`config.mk`:
```
export PLATFORM = sky130hd
export DESIGN_NAME = flash_erase_seq
export DESIGN_NICKNAME = d
export VERILOG_FILES = /design/src/rtl/fes_pkg.sv /design/src/rtl/fes_regs.sv /design/src/rtl/fes_decode.sv /design/src/rtl/fes_ctrl.sv /design/src/rtl/flash_erase_seq.sv
export SDC_FILE = /design/constraint.sdc
export NUM_CORES = 1
export LEC_CHECK = 0
export BUFFER_PORTS_ARGS = -buffer_cell sky130_fd_sc_hd__buf_4
export CORE_MARGIN = 5
export CORE_UTILIZATION = 48
export DETAILED_ROUTE_END_ITERATION = 10
export PLACE_DENSITY = 0.82
export SYNTH_ARGS = -nofsm -noshare
export SYNTH_HDL_FRONTEND = slang
export SYNTH_SLANG_ARGS = --single-unit
```
`constraint.sdc`:
```
create_clock -name clk -period 2.3 [get_ports clk]
set_input_delay 0.46 -clock clk [delete_from_list [all_inputs] [get_ports clk]]
set_output_delay 0.46 -clock clk [all_outputs]
set_load 0.05 [all_outputs]
```
`src/rtl/fes_pkg.sv`:
```
package fes_pkg;
  localparam int BYTE_W = 8;
  localparam logic [BYTE_W-1:0] KEY_PAGE = 8'h55;
  localparam logic [BYTE_W-1:0] KEY_MASS = 8'hAA;

  typedef enum logic [1:0] {
    OP_NONE = 2'd0,
    OP_PAGE = 2'd1,
    OP_MASS = 2'd2
  } op_e;
endpackage

```
`src/rtl/fes_regs.sv`:
```
module fes_regs
  import fes_pkg::*;
#(
  parameter int ADDR_W = 8,
  parameter logic [ADDR_W-1:0] PAGE_ADDR = 8'h11,
  parameter logic [ADDR_W-1:0] MEN_ADDR  = 8'h12
) (
  input  logic              clk,
  input  logic              rst_n,
  input  logic              wr_en,
  input  logic [ADDR_W-1:0] wr_addr,
  input  logic [BYTE_W-1:0] wr_data,
  input  logic [ADDR_W-1:0] rd_addr,
  input  logic              consume_page,
  input  logic              consume_mass,
  output logic [BYTE_W-1:0] page_reg,
  output logic              page_armed,
  output logic              mass_armed,
  output logic [BYTE_W-1:0] rd_data
);
  logic hit_page, hit_men;

  assign hit_page = wr_en && (wr_addr == PAGE_ADDR);
  assign hit_men  = wr_en && (wr_addr == MEN_ADDR);

  // Page number byte, full width stored so it reads back as written
  always_ff @(posedge clk or negedge rst_n) begin
    if (!rst_n)        page_reg <= '0;
    else if (hit_page) page_reg <= wr_data;
  end

  // Arming flags: set by a setup write, cleared when an erase uses them
  always_ff @(posedge clk or negedge rst_n) begin
    if (!rst_n) begin
      page_armed <= 1'b0;
      mass_armed <= 1'b0;
    end else begin
      if (hit_page)          page_armed <= 1'b1;
      else if (consume_page) page_armed <= 1'b0;
      if (hit_men)           mass_armed <= 1'b1;
      else if (consume_mass) mass_armed <= 1'b0;
    end
  end

  // Only the page register is readable; everything else reads zero
  always_comb begin
    rd_data = '0;
    if (rd_addr == PAGE_ADDR) rd_data = page_reg;
  end
endmodule

```
`src/rtl/fes_decode.sv`:
```
module fes_decode
  import fes_pkg::*;
#(
  parameter int ADDR_W = 8,
  parameter logic [ADDR_W-1:0] CMD_ADDR = 8'h10
) (
  input  logic              wr_en,
  input  logic [ADDR_W-1:0] wr_addr,
  input  logic [BYTE_W-1:0] wr_data,
  input  logic              busy,
  input  logic              page_armed,
  input  logic              mass_armed,
  input  logic              dbg_en,
  output op_e               op,
  output logic              consume_page,
  output logic              consume_mass
);
  logic cmd_wr, key_page, key_mass;

  assign cmd_wr   = wr_en && (wr_addr == CMD_ADDR) && !busy;
  assign key_page = (wr_data == KEY_PAGE);
  assign key_mass = (wr_data == KEY_MASS);

  always_comb begin
    op = OP_NONE;
    if (cmd_wr && key_page && page_armed)
      op = OP_PAGE;
    else if (cmd_wr && key_mass && mass_armed && dbg_en)
      op = OP_MASS;
  end

  assign consume_page = (op == OP_PAGE);
  assign consume_mass = (op == OP_MASS);
endmodule

```
`src/rtl/fes_ctrl.sv`:
```
module fes_ctrl
  import fes_pkg::*;
#(
  parameter int PAGE_W = 7
) (
  input  logic              clk,
  input  logic              rst_n,
  input  op_e               op,
  input  logic [PAGE_W-1:0] page_num,
  input  logic              erase_done,
  output logic              busy,
  output logic              page_req,
  output logic              mass_req,
  output logic [PAGE_W-1:0] erase_page
);
  always_ff @(posedge clk or negedge rst_n) begin
    if (!rst_n) begin
      busy       <= 1'b0;
      page_req   <= 1'b0;
      mass_req   <= 1'b0;
      erase_page <= '0;
    end else begin
      page_req <= 1'b0;
      mass_req <= 1'b0;
      if (busy) begin
        if (erase_done) busy <= 1'b0;
      end else if (op != OP_NONE) begin
        busy <= 1'b1;
        if (op == OP_PAGE) begin
          page_req   <= 1'b1;
          erase_page <= page_num;
        end else begin
          mass_req <= 1'b1;
        end
      end
    end
  end
endmodule

```
`src/rtl/flash_erase_seq.sv`:
```
module flash_erase_seq
  import fes_pkg::*;
#(
  parameter int ADDR_W = 8,
  parameter int PAGE_W = 7,
  parameter logic [ADDR_W-1:0] CMD_ADDR  = 8'h10,
  parameter logic [ADDR_W-1:0] PAGE_ADDR = 8'h11,
  parameter logic [ADDR_W-1:0] MEN_ADDR  = 8'h12
) (
  input  logic              clk,
  input  logic              rst_n,
  input  logic              wr_en,
  input  logic [ADDR_W-1:0] wr_addr,
  input  logic [7:0]        wr_data,
  input  logic [ADDR_W-1:0] rd_addr,
  output logic [7:0]        rd_data,
  input  logic              dbg_en,
  input  logic              erase_done,
  output logic              page_req,
  output logic              mass_req,
  output logic [PAGE_W-1:0] erase_page,
  output logic              busy
);
  logic [BYTE_W-1:0] page_reg;
  logic page_armed, mass_armed, consume_page, consume_mass;
  op_e  op;

  fes_regs #(.ADDR_W(ADDR_W), .PAGE_ADDR(PAGE_ADDR), .MEN_ADDR(MEN_ADDR)) u_regs (
    .clk(clk), .rst_n(rst_n), .wr_en(wr_en), .wr_addr(wr_addr), .wr_data(wr_data),
    .rd_addr(rd_addr), .consume_page(consume_page), .consume_mass(consume_mass),
    .page_reg(page_reg), .page_armed(page_armed), .mass_armed(mass_armed),
    .rd_data(rd_data)
  );

  fes_decode #(.ADDR_W(ADDR_W), .CMD_ADDR(CMD_ADDR)) u_dec (
    .wr_en(wr_en), .wr_addr(wr_addr), .wr_data(wr_data), .busy(busy),
    .page_armed(page_armed), .mass_armed(mass_armed), .dbg_en(dbg_en),
    .op(op), .consume_page(consume_page), .consume_mass(consume_mass)
  );

  fes_ctrl #(.PAGE_W(PAGE_W)) u_ctrl (
    .clk(clk), .rst_n(rst_n), .op(op), .page_num(page_reg[PAGE_W-1:0]),
    .erase_done(erase_done), .busy(busy), .page_req(page_req),
    .mass_req(mass_req), .erase_page(erase_page)
  );
endmodule

```
After elaboration in Yosys (flattened, before gate mapping):

Cells that the tools add are included.
W data, S select, Z words.

* bits in registers: 20
* latch bits: 0
* memory bits (writable): 0
* memory bits (read-only): 0
* input bits: 29
* output and inout port bits: 18
* logic and storage cells: 46
* memories kept: 0

* $add $sub $neg: 0
* $mul: 0
* div/mod/pow operators: 0
* order comparisons: 0
* eq/ne operators: 8
* shift operators: 0
* multiplexer cells: 16
* bitwise operators: 1
* reductions and logical operators: 14

Operator list (count)
* $eq A8 B5 Y1 const B: 4
* $mux W1: 13
* $logic_and A1 B1 Y1: 9
* $eq A8 B7 Y1 const B: 1
* $eq A8 B8 Y1 const B: 1
* $mux W8: 1
* $reduce_bool A2 Y1: 3
* $mux W2: 2
* $reduce_and A3 Y1: 1
* $eq A2 B1 Y1 const B: 1
* $eq A2 B2 Y1 const B: 1
* $logic_not A1 Y1: 1
* $not A1 Y1: 1

Logic depth before layout (Yosys ltp):

* word-level depth: 12
* gate-level depth with buffers: 4
* gate-level depth less buffers: 4

Cells and area by module:

Synthesis repeated with hierarchy kept, for this count alone.

* cells, all modules: 72
* area, all modules: 998.5 um2

By module, submodules not included
* fes_regs: instances 1, cells each 37, area each 510.5 um2, sequential area each 250.2 um2
* fes_ctrl: instances 1, cells each 21, area each 366.6 um2, sequential area each 250.2 um2
* fes_decode: instances 1, cells each 14, area each 121.4 um2, sequential area each 0.0 um2

Worst setup path after synthesis:

OpenSTA, ideal clock, no wires.

* kind: input to output
* start point: input rd_addr[5]
* end point: output rd_data[0]
* arrival: 1434 ps
* required time: 1840 ps
* path slack: 406 ps
* cell stages on the path: 3
* path through: nor4b_1 -> and4b_1 -> and2_1

* cells in the longest elaborated chain, start to end: 2

RTL lines
* from (decl): line flash_erase_seq.sv:15 `input logic [ADDR_W-1:0] rd_addr,`
* $eq A8 B5 Y1: line fes_regs.sv:48 `if (rd_addr == PAGE_ADDR) rd_data = page_reg;`
* $mux W8: line fes_regs.sv:48
* to (decl): line flash_erase_seq.sv:16 `output logic [7:0] rd_data,`

No other way between the ends.

Worst setup path in the final report:

* start point: input rd_addr[5]
* end point: output rd_data[2]

Same word-level chain as after synthesis.

==> results.py <==
metrics = {
    "place": {
        "hpwlAfterDp_mm": 1.70,
        "finalWeightedCongestion": 0.834,
        "quantity_of_i_o_buffers_inserted_on_ports": 46,
    },
    "run_status": {
        "run_status": "completed",
    },
    "grt": {
        "groute.layer.met3.usage_pct": 4.09,
        "grt_start_max_net_pins": 21,
        "busiest_layer": "met2",
        "grt_pass1_wl_mm": 3.31,
        "grt_use_met1_pct": 18.4,
        "grt.overflow.total": 0,
        "met2_demand_to_capacity_share_in_global_routing_pct": 28.1,
        "global_route.usage.total_pct": 15.6,
        "antenna_found_initial": 0,
        "first_global_vias": 755,
    },
    "timing": {
        "final-setup-viol-count": 0,
        "final.setup.tns_ns": 0,
        "rsz0062_at_grt": "no",
        "clock_skew_ns": 0.00573,
        "layout_worst_path_cycle_share_pct": 87.3,
        "layout_min_cycle_time_ns": 2.01,
        "timing_limited_maximum_frequency_ghz": 0.498,
        "timing_worst_slew_pin_value_ns": 0.308,
        "report.final.hold_viol_count": 0,
        "final_max_slew_viol_count": 0,
        "worst_slew_margin_rel_pct": 79.3,
    },
    "critical_path": {
        "r2r_setup_slack_ns": 0.53,
        "path_common_cell": "buf_4",
        "cp_slowest_cell": "and4b_1",
        "worst-endpoint-arrival_ns": 1.55,
        "setup.worst_path.class": "input pin to output port",
        "required_ns": 1.84,
        "timing.critical_path.buf_inv": 2,
        "path_delay_family": "simple AND/OR/NAND/NOR gates",
        "cp_slowest_stage_delay_ns": 0.37,
        "crit_chain": "buf_4 > nor4b_1 > and4b_1 > and2_1 > buf_4",
        "nature_of_the_critical_path_startpoint": "input pin",
        "critPathCaptureType": "output port",
        "worstPathMaxFanout": 8,
    },
    "cts": {
        "htree_levels": 1,
        "clock_sink_count": 20,
        "cts_max_path_buffers": 2,
        "clock_insertion_delay_worst_skew_ns": 0.28,
        "cts.repair_timing.setup_buffer_count": 0,
        "cts.root.buffer_cell": "clkbuf_4",
        "postCtsHoldBufs": 0,
        "clk_pin_slew_ns": 0.11,
        "number_of_buffers_created_by_cts": 3,
        "resize_count_post_cts": 0,
        "clock_tree_from_tritoncts": "built",
    },
    "layout": {
        "drive_above_1_share_pct": 56.3,
        "area_growth_pct": 43.2,
        "mostFrequentLayoutCells": "buf_4, dfrtp_1, and2_1, mux2_4, mux2_2",
        "fillerInstances": 152,
        "regArea_um2": 500,
        "max_reg_flops": 8,
        "n_antenna_cell": 0,
        "layout_commonest_cell": "buf_4",
        "final_core_util_pct": 71.0,
        "multi_input_area_um2": 433,
        "finalNetCount": 149,
    },
    "synth": {
        "synth-seq-area-share_pct": 52.6,
        "synthesis.yosys.warnings": 0,
        "synth_top_cell_area_share_pct": 52.6,
        "synth-seq-cells": 20,
        "post_synth_num_cell_types": 27,
        "synth_nets": 98,
        "post-synth-top-area-cell": "dfrtp_1",
        "post_synth_inst_count": 69,
        "post_synth_main_area_contributors": "dfrtp_1, mux2_4, and2_1",
        "syn_avg_cell_area_um2": 13.8,
        "synthesis.area_um2": 952,
    },
    "detailed_routing": {
        "drt_pre_antenna_iters": 4,
        "ant_nets": 0,
        "initial_drt_markers": 6,
        "detailroute.via_count": 736,
        "drcViolationCount": 0,
        "totalWireLength_mm": 2.10,
        "routed_wirelength_normalized_by_instance_count_um": 14.4,
        "avgViaCountPerCell": 5.04,
    },
    "floorplan": {
        "ios": 47,
        "initial_utilization_pct": 49.5,
        "die_h_um": 54.5,
        "core_area_um2": 1920,
        "fp.dieW_um": 54.5,
        "floorplan.die_area_um2": 2970,
        "rows": 16,
    },
    "hold_path": {
        "hold_path.class": "input pin to asynchronous set/reset pin",
    },
    "power": {
        "vdd.ir_drop.worst_mv": 0.424,
        "p_comb_share_pct": 11.0,
        "net_load_switching_power_w": 0.000124,
        "power.clock.fraction_pct": 30.6,
        "power_density_nw_per_um2": 461,
        "share_seq_of_total_power_pct": 58.4,
        "total_leakage_power_nw": 0.744,
        "power_report.internal_total_w": 0.000505,
        "swShare_pct": 19.8,
    },
    "job": {
        "maxCapViolCount": 0,
    },
}
## cells by family (layout without fill, tap and decap cells)
kind of cell	Yosys count	after routing	share of synthesized area (%)
AO/OA/AOI/OAI	2	2	2.10
buffers and inverters	3	53	1.97
flip-flops	20	20	52.6
AND/OR/NAND/NOR	29	29	22.5
multiplexers	15	15	20.9
## worst reg2reg max path: cells and delay by family (launching register included)
kind	cells	cell delay (ns)
flip-flops	1	0.42
multiplexers	1	0.38
AND/OR/NAND/NOR	3	0.86
## path summary, 6_finish.rpt
path / start / end / cells after the start
worst max-delay path: rd_addr[5] / rd_data[2] / 5
max in group asynchronous: rst_n / u_regs.page_reg[2] / 1
worst min register to register: u_regs.mass_armed / u_regs.mass_armed / 1
min in group clk: wr_data[6] / u_regs.page_reg[6] / 2
worst min-delay path: rst_n / u_ctrl.erase_page[1] / 1
worst max register to register: u_ctrl.busy / u_ctrl.erase_page[5] / 4
## layer usage
layer	wire, um	vias up
met5	0	-
met4	13	0
met3	196	2
met2	1070	34
met1	818	348
li1	-	352
## synth_stat cells
library cell	n
dfrtp_1	20
and2_1	8
mux2_4	8
mux2_2	4
mux2_1	3
inv_1	2
nor2_1	2
nor3b_1	2
or4bb_1	2
a21bo_2	1
a32o_1	1
and4_1	1
and4b_1	1
buf_6	1
nand2_1	1
nand2b_1	1
nand3_1	1
nand3_2	1
nand4_1	1
nand4b_1	1
nand4bb_1	1
nor2_2	1
nor3_1	1
nor4b_1	1
nor4bb_1	1
or3_4	1
or4_1	1
## power by group through the flow
stage | registers [W] | logic, W | clock network [W]
floorplan | 0.000372 | 0.0000216 | 0
global placement | 0.000374 | 0.0000683 | 0
detailed placement | 0.000374 | 0.0000703 | 0
CTS | 0.000367 | 0.0000707 | 0.000200
global route | 0.000369 | 0.0000752 | 0.000226
finish | 0.000367 | 0.0000695 | 0.000192
## area by class of cell
type | count | share of cell area [%]
Tap cell | 27 | 2.48
Multi-Input combinational cell | 46 | 31.7
Timing Repair Buffer | 47 | 25.9
Clock buffer | 4 | 2.66
Sequential cell | 20 | 36.7
Inverter | 2 | 0.550
## metrics by stage
stage	hold WS (ns)	cells	setup WS, ns	area, um^2	total power [W]
floorplan	0.164	69	0.406	952	0.000394
global placement	0.345	142	0.280	1330	0.000442
detailed placement	0.350	142	0.266	1330	0.000445
CTS	0.0276	146	0.267	1360	0.000638
global route	0.00601	146	0.160	1360	0.000671
finish	0.0257	146	0.292	1360	0.000629
Power figures use the tool's default switching activity.
